--- src/rtl/pdc_pkg.sv ---
package pdc_pkg;

  // parser states
  typedef enum logic [2:0] {
    PS_IDLE,
    PS_ARMED,
    PS_UP,
    PS_DN,
    PS_ERR
  } parse_st_t;

  // sequencer states
  typedef enum logic [1:0] {
    SQ_IDLE,
    SQ_RUN,
    SQ_WAIT
  } seq_st_t;

  localparam int STAT_W     = 9;
  localparam int ST_DONE    = 0;
  localparam int ST_CMDFAIL = 2;
  localparam int ST_TMO     = 3;

  localparam logic [7:0] K_RESTART = 8'hFF;
  localparam logic [7:0] K_UP_LO   = 8'h05;
  localparam logic [7:0] K_UP_HI   = 8'h50;
  localparam logic [7:0] K_DN_LO   = 8'h0A;
  localparam logic [7:0] K_DN_HI   = 8'hA0;

  localparam logic [7:0] A_UPSEL = 8'h0C;
  localparam logic [7:0] A_DNSEL = 8'h10;
  localparam logic [7:0] A_CMD   = 8'h44;
  localparam logic [7:0] A_IMASK = 8'h48;
  localparam logic [7:0] A_MODE  = 8'h80;
  localparam logic [7:0] A_STAT  = 8'h8C;

endpackage

--- src/rtl/pdc_cmd_parser.sv ---
module pdc_cmd_parser
  import pdc_pkg::*;
(
  input  logic       clk,
  input  logic       rst,
  input  logic       byte_vld,
  input  logic [7:0] byte_i,
  output logic       go_up,
  output logic       go_dn,
  output logic       bad_seq
);

  parse_st_t st_q, st_d;

  always_comb begin
    st_d    = st_q;
    go_up   = 1'b0;
    go_dn   = 1'b0;
    bad_seq = 1'b0;
    if (byte_vld) begin
      if (byte_i == K_RESTART) begin
        st_d = PS_ARMED;
      end else begin
        case (st_q)
          PS_ARMED: begin
            if (byte_i == K_UP_LO)      st_d = PS_UP;
            else if (byte_i == K_DN_LO) st_d = PS_DN;
            else begin
              st_d    = PS_ERR;
              bad_seq = 1'b1;
            end
          end
          PS_UP: begin
            if (byte_i == K_UP_HI) begin
              st_d  = PS_IDLE;
              go_up = 1'b1;
            end else begin
              st_d    = PS_ERR;
              bad_seq = 1'b1;
            end
          end
          PS_DN: begin
            if (byte_i == K_DN_HI) begin
              st_d  = PS_IDLE;
              go_dn = 1'b1;
            end else begin
              st_d    = PS_ERR;
              bad_seq = 1'b1;
            end
          end
          PS_IDLE: begin
            st_d    = PS_ERR;
            bad_seq = 1'b1;
          end
          default: st_d = PS_ERR;  // error: wait for restart byte
        endcase
      end
    end
  end

  always_ff @(posedge clk) begin
    if (rst) st_q <= PS_IDLE;
    else     st_q <= st_d;
  end

endmodule

--- src/rtl/pdc_domain_seq.sv ---
module pdc_domain_seq
  import pdc_pkg::*;
#(
  parameter int                 NUM_DOM    = 7,
  parameter logic [NUM_DOM-1:0] AON_MASK   = 'h3,
  parameter int                 PG_TIMEOUT = 2000
) (
  input  logic               clk,
  input  logic               rst,
  input  logic               go_up,
  input  logic               go_dn,
  input  logic [NUM_DOM-1:0] up_sel,
  input  logic [NUM_DOM-1:0] dn_sel,
  input  logic [NUM_DOM-1:0] pg,
  output logic [NUM_DOM-1:0] en,
  output logic [NUM_DOM-1:0] mode,
  output logic               done,
  output logic               tmo_fail,
  output logic               busy_rej
);

  localparam int IDX_W = (NUM_DOM > 1) ? $clog2(NUM_DOM) : 1;
  localparam int TMR_W = $clog2(PG_TIMEOUT + 1);
  localparam logic [TMR_W-1:0] TMR_LAST = TMR_W'(PG_TIMEOUT - 1);

  seq_st_t            st_q;
  logic               dir_q;
  logic [NUM_DOM-1:0] pend_q;
  logic [NUM_DOM-1:0] en_q;
  logic [NUM_DOM-1:0] mode_q;
  logic [IDX_W-1:0]   cur_q;
  logic [TMR_W-1:0]   tmr_q;
  logic [IDX_W-1:0]   pick;
  logic               pg_hit;
  logic               tmr_end;

  // lowest pending domain index
  always_comb begin
    pick = '0;
    for (int i = NUM_DOM - 1; i >= 0; i--) begin
      if (pend_q[i]) pick = IDX_W'(i);
    end
  end

  assign pg_hit  = (pg[cur_q] == dir_q);
  assign tmr_end = (tmr_q == TMR_LAST);

  always_ff @(posedge clk) begin
    if (rst) begin
      st_q   <= SQ_IDLE;
      dir_q  <= 1'b0;
      pend_q <= '0;
      en_q   <= AON_MASK;
      mode_q <= AON_MASK;
      cur_q  <= '0;
      tmr_q  <= '0;
    end else begin
      case (st_q)
        SQ_IDLE: begin
          if (go_up || go_dn) begin
            dir_q  <= go_up;
            pend_q <= go_up ? (up_sel & ~mode_q)
                            : (dn_sel & mode_q & ~AON_MASK);
            st_q   <= SQ_RUN;
          end
        end
        SQ_RUN: begin
          if (pend_q == '0) begin
            st_q <= SQ_IDLE;
          end else begin
            cur_q       <= pick;
            en_q[pick]  <= dir_q;
            tmr_q       <= '0;
            st_q        <= SQ_WAIT;
          end
        end
        SQ_WAIT: begin
          if (pg_hit) begin
            mode_q[cur_q] <= dir_q;
            pend_q[cur_q] <= 1'b0;
            st_q          <= SQ_RUN;
          end else if (tmr_end) begin
            en_q[cur_q]   <= ~dir_q;
            pend_q[cur_q] <= 1'b0;
            st_q          <= SQ_RUN;
          end else begin
            tmr_q <= tmr_q + 1'b1;
          end
        end
        default: st_q <= SQ_IDLE;
      endcase
    end
  end

  assign en       = en_q;
  assign mode     = mode_q;
  assign done     = (st_q == SQ_RUN) && (pend_q == '0);
  assign tmo_fail = (st_q == SQ_WAIT) && !pg_hit && tmr_end;
  assign busy_rej = (go_up || go_dn) && (st_q != SQ_IDLE);

endmodule

--- src/rtl/pdc_irq_ctl.sv ---
module pdc_irq_ctl #(
  parameter int SW = 9
) (
  input  logic          clk,
  input  logic          rst,
  input  logic [SW-1:0] set_ev,
  input  logic          clr_wr,
  input  logic [SW-1:0] clr_bits,
  input  logic          mask_wr,
  input  logic [SW-1:0] mask_wdata,
  output logic [SW-1:0] stat,
  output logic [SW-1:0] mask,
  output logic          irq
);

  logic [SW-1:0] stat_q, mask_q;
  logic          irq_q;
  logic [SW-1:0] clr_v;

  assign clr_v = clr_wr ? clr_bits : '0;

  always_ff @(posedge clk) begin
    if (rst) begin
      stat_q <= '0;
      mask_q <= '1;
      irq_q  <= 1'b0;
    end else begin
      stat_q <= (stat_q & ~clr_v) | set_ev;
      if (mask_wr) mask_q <= mask_wdata;
      irq_q  <= |(stat_q & ~mask_q);
    end
  end

  assign stat = stat_q;
  assign mask = mask_q;
  assign irq  = irq_q;

endmodule

--- src/rtl/pwr_domain_ctl.sv ---
module pwr_domain_ctl
  import pdc_pkg::*;
#(
  parameter int                 NUM_DOM    = 7,
  parameter logic [NUM_DOM-1:0] AON_MASK   = 'h3,
  parameter int                 PG_TIMEOUT = 2000,
  parameter int                 ADDR_W     = 8,
  parameter int                 DATA_W     = 32
) (
  input  logic               clk,
  input  logic               rst,
  input  logic [ADDR_W-1:0]  bus_addr,
  input  logic               bus_wr,
  input  logic [DATA_W-1:0]  bus_wdata,
  output logic [DATA_W-1:0]  bus_rdata,
  output logic [NUM_DOM-1:0] pwr_en_o,
  input  logic [NUM_DOM-1:0] pwr_good_i,
  output logic               irq_o
);

  logic [NUM_DOM-1:0] up_sel_q, dn_sel_q;
  logic [NUM_DOM-1:0] cur_mode;
  logic [DATA_W-1:0]  rdata_q;
  logic [STAT_W-1:0]  irq_stat, irq_mask, set_ev;
  logic               hit_up, hit_dn, hit_cmd, hit_imask, hit_stat;
  logic               go_up, go_dn, bad_seq;
  logic               ev_done, ev_tmo, busy_rej, ev_cmdfail;
  logic               unused_wdata;

  assign hit_up    = bus_wr && (bus_addr == ADDR_W'(A_UPSEL));
  assign hit_dn    = bus_wr && (bus_addr == ADDR_W'(A_DNSEL));
  assign hit_cmd   = bus_wr && (bus_addr == ADDR_W'(A_CMD));
  assign hit_imask = bus_wr && (bus_addr == ADDR_W'(A_IMASK));
  assign hit_stat  = bus_wr && (bus_addr == ADDR_W'(A_STAT));
  assign unused_wdata = ^bus_wdata;

  always_ff @(posedge clk) begin
    if (rst) begin
      up_sel_q <= '0;
      dn_sel_q <= '0;
    end else begin
      if (hit_up) up_sel_q <= bus_wdata[NUM_DOM-1:0];
      if (hit_dn) dn_sel_q <= bus_wdata[NUM_DOM-1:0];
    end
  end

  pdc_cmd_parser u_parse (
    .clk     (clk),
    .rst     (rst),
    .byte_vld(hit_cmd),
    .byte_i  (bus_wdata[7:0]),
    .go_up   (go_up),
    .go_dn   (go_dn),
    .bad_seq (bad_seq)
  );

  pdc_domain_seq #(
    .NUM_DOM   (NUM_DOM),
    .AON_MASK  (AON_MASK),
    .PG_TIMEOUT(PG_TIMEOUT)
  ) u_seq (
    .clk     (clk),
    .rst     (rst),
    .go_up   (go_up),
    .go_dn   (go_dn),
    .up_sel  (up_sel_q),
    .dn_sel  (dn_sel_q),
    .pg      (pwr_good_i),
    .en      (pwr_en_o),
    .mode    (cur_mode),
    .done    (ev_done),
    .tmo_fail(ev_tmo),
    .busy_rej(busy_rej)
  );

  assign ev_cmdfail = bad_seq || busy_rej;

  always_comb begin
    set_ev             = '0;
    set_ev[ST_DONE]    = ev_done;
    set_ev[ST_CMDFAIL] = ev_cmdfail;
    set_ev[ST_TMO]     = ev_tmo;
  end

  pdc_irq_ctl #(
    .SW(STAT_W)
  ) u_irq (
    .clk       (clk),
    .rst       (rst),
    .set_ev    (set_ev),
    .clr_wr    (hit_stat),
    .clr_bits  (bus_wdata[STAT_W-1:0]),
    .mask_wr   (hit_imask),
    .mask_wdata(bus_wdata[STAT_W-1:0]),
    .stat      (irq_stat),
    .mask      (irq_mask),
    .irq       (irq_o)
  );

  // registered read path
  always_ff @(posedge clk) begin
    if (rst) begin
      rdata_q <= '0;
    end else begin
      if (bus_addr == ADDR_W'(A_UPSEL))      rdata_q <= DATA_W'(up_sel_q);
      else if (bus_addr == ADDR_W'(A_DNSEL)) rdata_q <= DATA_W'(dn_sel_q);
      else if (bus_addr == ADDR_W'(A_IMASK)) rdata_q <= DATA_W'(irq_mask);
      else if (bus_addr == ADDR_W'(A_MODE))  rdata_q <= DATA_W'(cur_mode);
      else if (bus_addr == ADDR_W'(A_STAT))  rdata_q <= DATA_W'(irq_stat);
      else                                   rdata_q <= '0;
    end
  end

  assign bus_rdata = rdata_q;

endmodule

--- config.mk ---
export PLATFORM = sky130hd
export DESIGN_NAME = pwr_domain_ctl
export DESIGN_NICKNAME = d
export VERILOG_FILES = /design/src/rtl/pdc_pkg.sv /design/src/rtl/pdc_cmd_parser.sv /design/src/rtl/pdc_domain_seq.sv /design/src/rtl/pdc_irq_ctl.sv /design/src/rtl/pwr_domain_ctl.sv
export SDC_FILE = /design/constraint.sdc
export NUM_CORES = 1
export LEC_CHECK = 0
export BUFFER_PORTS_ARGS = -buffer_cell sky130_fd_sc_hd__buf_2
export CORE_MARGIN = 2
export CORE_UTILIZATION = 45
export DETAILED_ROUTE_END_ITERATION = 6
export HOLD_SLACK_MARGIN = 0.06
export PLACE_DENSITY = 0.69
export SLEW_MARGIN = 20
export SYNTH_ARGS = -nofsm -noshare
export SYNTH_HDL_FRONTEND = slang
export SYNTH_SLANG_ARGS = --single-unit
--- constraint.sdc ---
create_clock -name clk -period 3.3 [get_ports clk]
set_input_delay 0.825 -clock clk [delete_from_list [all_inputs] [get_ports clk]]
set_output_delay 0.825 -clock clk [all_outputs]
set_load 0.005 [all_outputs]
==> results of run 1 <==
layout make-up:
| class | instances | area [sq um] | share of cell area |
|---|---|---|---|
| Clock buffer | 10 | 127.6 | 0.02411 |
| Clock inverter | 6 | 72.57 | 0.01371 |
| Inverter | 19 | 71.32 | 0.01348 |
| Multi-Input combinational cell | 460 | 2824 | 0.5336 |
| Sequential cell | 83 | 1662 | 0.3139 |
| Tap cell | 136 | 170.2 | 0.03215 |
| Timing Repair Buffer | 63 | 365.4 | 0.06903 |
registers in the layout, summed over array words and instances, names as in the netlist, 7 cells and up:
register and count:
bus_rdata 9, u_seq.tmr_q 11, u_seq.mode 7, u_irq.stat 9, u_seq.pend_q 7, u_seq.en 7, u_irq.mask 9, dn_sel_q 7
up_sel_q 7
worst register-to-register path, stage by stage, from the launching register on:
cell     delay [ns]
dfxtp_1        0.71
mux2_1         0.37
mux4_2         0.51
xnor2_1        0.29
buf_4          0.23
or4_1          0.49
a21oi_1        0.14
metal layers:
metal  global-route usage  vias to the layer above
li1                     -                     2294
met1               0.3298                     2339
met2               0.3778                      257
met3              0.03692                       22
met4              0.07326                        0
met5                    0                        -
per-stage QoR:
step	total power (W)	cell area, sq um	instances
5_1_grt	0.001947	5293	777
3_3_place_gp	0.001139	5092	761
3_5_place_dp	0.001142	5092	761
6_report	0.001881	5293	777
2_1_floorplan	0.001113	4912	627
4_1_cts	0.001886	5293	777
report_power, final:
part           total [W]  internal [W]  switching [W]
Clock           0.000759      0.000358       0.000401
Sequential       0.00101       0.00101     0.00000621
Combinational   0.000110     0.0000358      0.0000739
worst min-delay path by stage:
stage	cells past startpoint	endpoint	slack [ns]	startpoint
after floorplan	2	u_irq.stat[4]$_SDFF_PP0_	0.43	u_irq.stat[4]$_SDFF_PP0_
after global placement	2	u_irq.stat[4]$_SDFF_PP0_	0.44	u_irq.stat[4]$_SDFF_PP0_
after detailed placement	2	dn_sel_q[1]$_SDFFE_PP0P_	0.45	dn_sel_q[1]$_SDFFE_PP0P_
after CTS	2	dn_sel_q[1]$_SDFFE_PP0P_	0.47	dn_sel_q[1]$_SDFFE_PP0P_
after global routing	2	dn_sel_q[1]$_SDFFE_PP0P_	0.50	dn_sel_q[1]$_SDFFE_PP0P_
final	2	dn_sel_q[0]$_SDFFE_PP0P_	0.47	dn_sel_q[0]$_SDFFE_PP0P_
kinds of logic after synthesis:
kind of cell,Yosys count
flip-flops,83
AND/OR/NAND/NOR,245
buffers and inverters,84
multiplexers,16
AO/OA/AOI/OAI,172
adder cells (fa/ha/maj),1
XOR/XNOR,3
other,1
cell usage after synthesis (3+ instances only):
library cell | instances | area (sq um)
nor3b_1 | 4 | 30.03
mux2_1 | 3 | 33.78
nor2b_1 | 14 | 87.58
a21oi_1 | 48 | 240.2
or4_1 | 4 | 30.03
and3_1 | 6 | 37.54
clkbuf_1 | 31 | 116.4
o32ai_1 | 5 | 43.79
mux2i_1 | 11 | 110.1
inv_1 | 19 | 71.32
nand2b_1 | 6 | 37.54
nand3b_1 | 3 | 22.52
nand3_1 | 32 | 160.2
o211ai_1 | 15 | 112.6
a22oi_1 | 24 | 180.2
or3b_2 | 4 | 35.03
nand4b_1 | 5 | 43.79
nand4_1 | 16 | 100.1
nor4_1 | 7 | 43.79
a31oi_1 | 17 | 106.4
buf_1 | 3 | 11.26
nand2_1 | 73 | 274.0
nor4bb_1 | 3 | 30.03
o21ai_0 | 17 | 85.08
nor2_1 | 21 | 78.83
or3_1 | 11 | 68.82
o311ai_0 | 6 | 52.55
a211oi_1 | 10 | 75.07
nor3_1 | 18 | 90.09
buf_4 | 24 | 180.2
a211o_1 | 4 | 35.03
buf_2 | 4 | 20.02
dfxtp_1 | 83 | 1662
==> impl_metrics.toml, run 1 <==
[synth]
yosysUniqueCellTypes = 71
synth_xor_area_frac = 0.006995
syn_inst = 605
synthArstFlopShare = 0
yosys-mux-area-fraction = 0.03912
synth_edf_count = 0
yosys.area_share.simple = 0.2782
yosysWarningCount = 0
ys_ff_latch = 83
synthAdderAreaFrac = 0.002591
syn_avg_cell_area_sq_um = 7.983
netlist_area_sq_mm = 0.004830
synth_top_family_by_area = "simple AND/OR/NAND/NOR gates"
synth_compound_area_frac = 0.2399
ys_seq_area_frac = 0.3440
synth_ff_type = "dfxtp_1"

[sta]
final-hold-violation-count = 0
grt_setup_unrepaired = "false"
fin_ws_ns = 0.4952
fin_crit_sh = 0.8500
relSlewSlack = 0.4530
tns_ns = 0
fin_skew_ns = 0.009755
hold-worst-slack_ns = 0.4665
max_freq_mhz = 356.5
layout_min_cycle_time_ns = 2.805
maxSlewViolCount = 0
setup_violations = 0
worst_slew_pin_slew_ns = 0.8187

[critical_path]
arrival_ns = 3.10
crit_path_start_kind = "register"
critical-path-slowest-cell = "dfxtp_1"
r2r_setup_slack_ns = 0.50
critical_path_depth = 6
cp_slowest_stage_delay_ns = 0.71
cp_cell_sequence = "mux2_1, mux4_2, xnor2_1, buf_4, or4_1, a21oi_1"
r2r_cells = 6
rr_startpoint = "u_seq.cur_q[1]$_SDFFE_PP0P_"
endpoint_kind = "register"
worstSetupPathType = "register to register"
rr_endpoint = "u_seq.tmr_q[0]$_SDFFE_PP0P_"
crit_start = "u_seq.cur_q[1]$_SDFFE_PP0P_"
required_ns = 3.60
cp_top_family = "multiplexers"
endpoint = "u_seq.tmr_q[0]$_SDFFE_PP0P_"
crit_path_max_fanout = 16
path_buf_inv = 1

[detailed_routing]
highest_layer = "met4"
drt_iter0_markers = 594
wl_met2_um = 6312
drc_errors = 0
vias = 4912
dr.pass1.iters = 6
wl_per_cell_um = 17.39
viasPerCell = 6.322
routed_wl_um = 13510
met1_length_um = 5772
wl_met3_um = 1196
drtAntennaViolNets = 0

[clock_network]
numClockSinks = 83
cts_root_buffer = "clkbuf_8"
clk_pin_slew_ns = 0.09
cts_tree = "built"
clk_path_buf_depth = 2
h-tree-depth = 3
cts_made_buffers = 9
postCtsSetupRepairBufs = 0
hold_buffers = 0
cts_resized = 0
clk_latency_ns = 0.37

[status]
status = "completed"

[global_routing]
grt_pass1_wl_um = 21910
grt_antenna_before_repair = 0
first_global_vias = 4366
grt_use_total = 0.2373
grt_max_degree = 34
overflow = 0

[layout]
areaGrowthSynthToFinish_pct = 9.586
final_common_cell = "dfxtp_1"
antennaDiodeCount = 0
mostFrequentLayoutCells = "83 x dfxtp_1, 73 x nand2_1, 48 x a21oi_1"
n_fill_cell = 986
fin_util = 0.5104
final_layout_size_suffix_gt1_frac = 0.1513
nets = 687

[die]
fp.dieH_um = 107.6
die_w_um = 107.6
core_sq_mm = 0.01037
dieArea_sq_mm = 0.01158
start_util = 0.4657
rows = 37
pin_count = 90

[placement]
numPortBuffers = 43
gp_congestion = 0.9185
post-place-ws_ns = 0.3659
hpwl_um = 9666

[job]
drv_cap = 0

[worst_hold_path]
hp-class = "register to register"

[power]
vdd_drop_max_mv = 0.2318
pwr_density_cell_mw_per_mm2 = 355.4
static-leakage-power_nw = 1.834
Note: power is estimated with default switching activity, not from simulation.
==> inputs of run 2 (changes only) <==
==> constraint.sdc (replaced) <==
create_clock -name clk -period 2.9 [get_ports clk]
set_input_delay 0.725 -clock clk [delete_from_list [all_inputs] [get_ports clk]]
set_output_delay 0.725 -clock clk [all_outputs]
set_load 0.005 [all_outputs]
==> impl_metrics.toml, run 2 (synthesized netlist as in run 1, its figures left out) <==
[status]
status = "completed"

[die]
pin_count = 90
dieArea_sq_mm = 0.01158
core_sq_mm = 0.01037
rows = 37
die_w_um = 107.6
fp.dieH_um = 107.6
start_util = 0.4657

[detailed_routing]
dr.pass1.iters = 5
wl_per_cell_um = 17.19
routed_wl_um = 13530
vias = 4843
drc_errors = 0
drt_iter0_markers = 515
drtAntennaViolNets = 0
viasPerCell = 6.154

[global_routing]
use_met2 = 0.3738
grt_antenna_before_repair = 0
gr-usage-met1 = 0.3246
busiest_layer = "met2"
grtUsageMet3 = 0.03087
grt_pass1_wl_um = 21960
grt_use_total = 0.2394
overflow = 0
first_global_vias = 4420
grt_max_degree = 40

[clock_network]
h-tree-depth = 3
hold_buffers = 0
clk_pin_slew_ns = 0.09
numClockSinks = 83
cts_tree = "built"
clk_latency_ns = 0.38
cts_resized = 0
cts_made_buffers = 9
clk_path_buf_depth = 2
postCtsSetupRepairBufs = 0
cts_root_buffer = "clkbuf_8"

[sta]
tns_ns = 0
hold-worst-slack_ns = 0.4590
fin_skew_ns = 0.01255
layout_min_cycle_time_ns = 2.449
maxSlewViolCount = 0
worst_slew_pin_slew_ns = 0.7088
fin_crit_sh = 0.8445
grt_setup_unrepaired = "false"
max_freq_mhz = 408.3
final-hold-violation-count = 0
setup_violations = 0
relSlewSlack = 0.5274

[worst_hold_path]
min_to = "dn_sel_q[1]$_SDFFE_PP0P_"
hp-class = "register to register"
hp-start = "dn_sel_q[1]$_SDFFE_PP0P_"
whs_path_depth = 2

[layout]
antennaDiodeCount = 0
nets = 697
fin_util = 0.5159
largest_reg_flops = 11
final_common_cell = "dfxtp_1"
final_layout_size_suffix_gt1_frac = 0.1644
largest-register = "u_seq.tmr_q"
instances_no_fill = 787
areaGrowthSynthToFinish_pct = 10.78
mostFrequentLayoutCells = "83 x dfxtp_1, 73 x nand2_1, 48 x a21oi_1"

[power]
static-leakage-power_nw = 1.880
p_total_w = 0.002095
pwr_density_cell_mw_per_mm2 = 391.7
vdd_drop_max_mv = 0.2681

[critical_path]
arrival_ns = 2.75
crit_path_max_fanout = 8
r2r_cells = 6
r2r_setup_slack_ns = 0.45
crit_start = "u_seq.cur_q[1]$_SDFFE_PP0P_"
crit_path_start_kind = "register"
rr_endpoint = "u_seq.tmr_q[2]$_SDFFE_PP0P_"
required_ns = 3.20
endpoint_kind = "register"
rr_startpoint = "u_seq.cur_q[1]$_SDFFE_PP0P_"
worstSetupPathType = "register to register"

[job]
drv_cap = 0

[placement]
hpwl_um = 9686
numPortBuffers = 43
post-place-cells = 771
gp_congestion = 0.9335
-- run 2: layout make-up --
type / instances / area (sq um)
Timing Repair Buffer: 73 / 440.4
Clock buffer: 10 / 127.6
Sequential cell: 83 / 1662
Tap cell: 136 / 170.2
Inverter: 19 / 71.32
Clock inverter: 6 / 55.05
Fill cell: 1012 / 5020
Multi-Input combinational cell: 460 / 2824
-- run 2: worst max path at each step --
| stage | slack, ns | to |
|---|---|---|
| after floorplan | 0.30 | u_seq.dir_q$_SDFFE_PP0P_ |
| after global placement | 0.17 | u_seq.pend_q[1]$_SDFFE_PP0P_ |
| after detailed placement | 0.14 | u_seq.dir_q$_SDFFE_PP0P_ |
| after CTS | 0.44 | u_seq.tmr_q[4]$_SDFFE_PP0P_ |
| after global routing | 0.33 | u_seq.tmr_q[0]$_SDFFE_PP0P_ |
| final | 0.45 | u_seq.tmr_q[2]$_SDFFE_PP0P_ |
-- run 2: where the power goes --
group / total (W) / leakage (nW) / internal, W / switching (W)
registers: 0.00115 / 0.669 / 0.00114 / 0.00000726
clock network: 0.000817 / 0.0942 / 0.000332 / 0.000485
logic: 0.000127 / 1.12 / 0.0000432 / 0.0000834
total: 0.00210 / 1.88 / 0.00152 / 0.000576
-- run 2: per-stage QoR --
step                worst slack (ns)  area, sq um
floorplan                     0.2970         4912
global placement              0.1742         5167
detailed placement            0.1404         5167
CTS                           0.4447         5350
global route                  0.3313         5350
finish                        0.4510         5350
-- run 2: per-layer routing --
metal  part of all wire  routed length [um]  vias to the layer above
li1                   -                   -                     2307
met1               0.44                5955                     2289
met2               0.46                6275                      230
met3              0.076                1027                       17
met4              0.020                 270                        0
met5                  0                   0                        -
-- run 2: critical path: stages (launching register included) --
cell and delay [ns]:
dfxtp_1 0.48, mux2_1 0.35, mux4_2 0.51, buf_4 0.20, or3_4 0.43, a31oi_1 0.20, mux2i_1 0.21
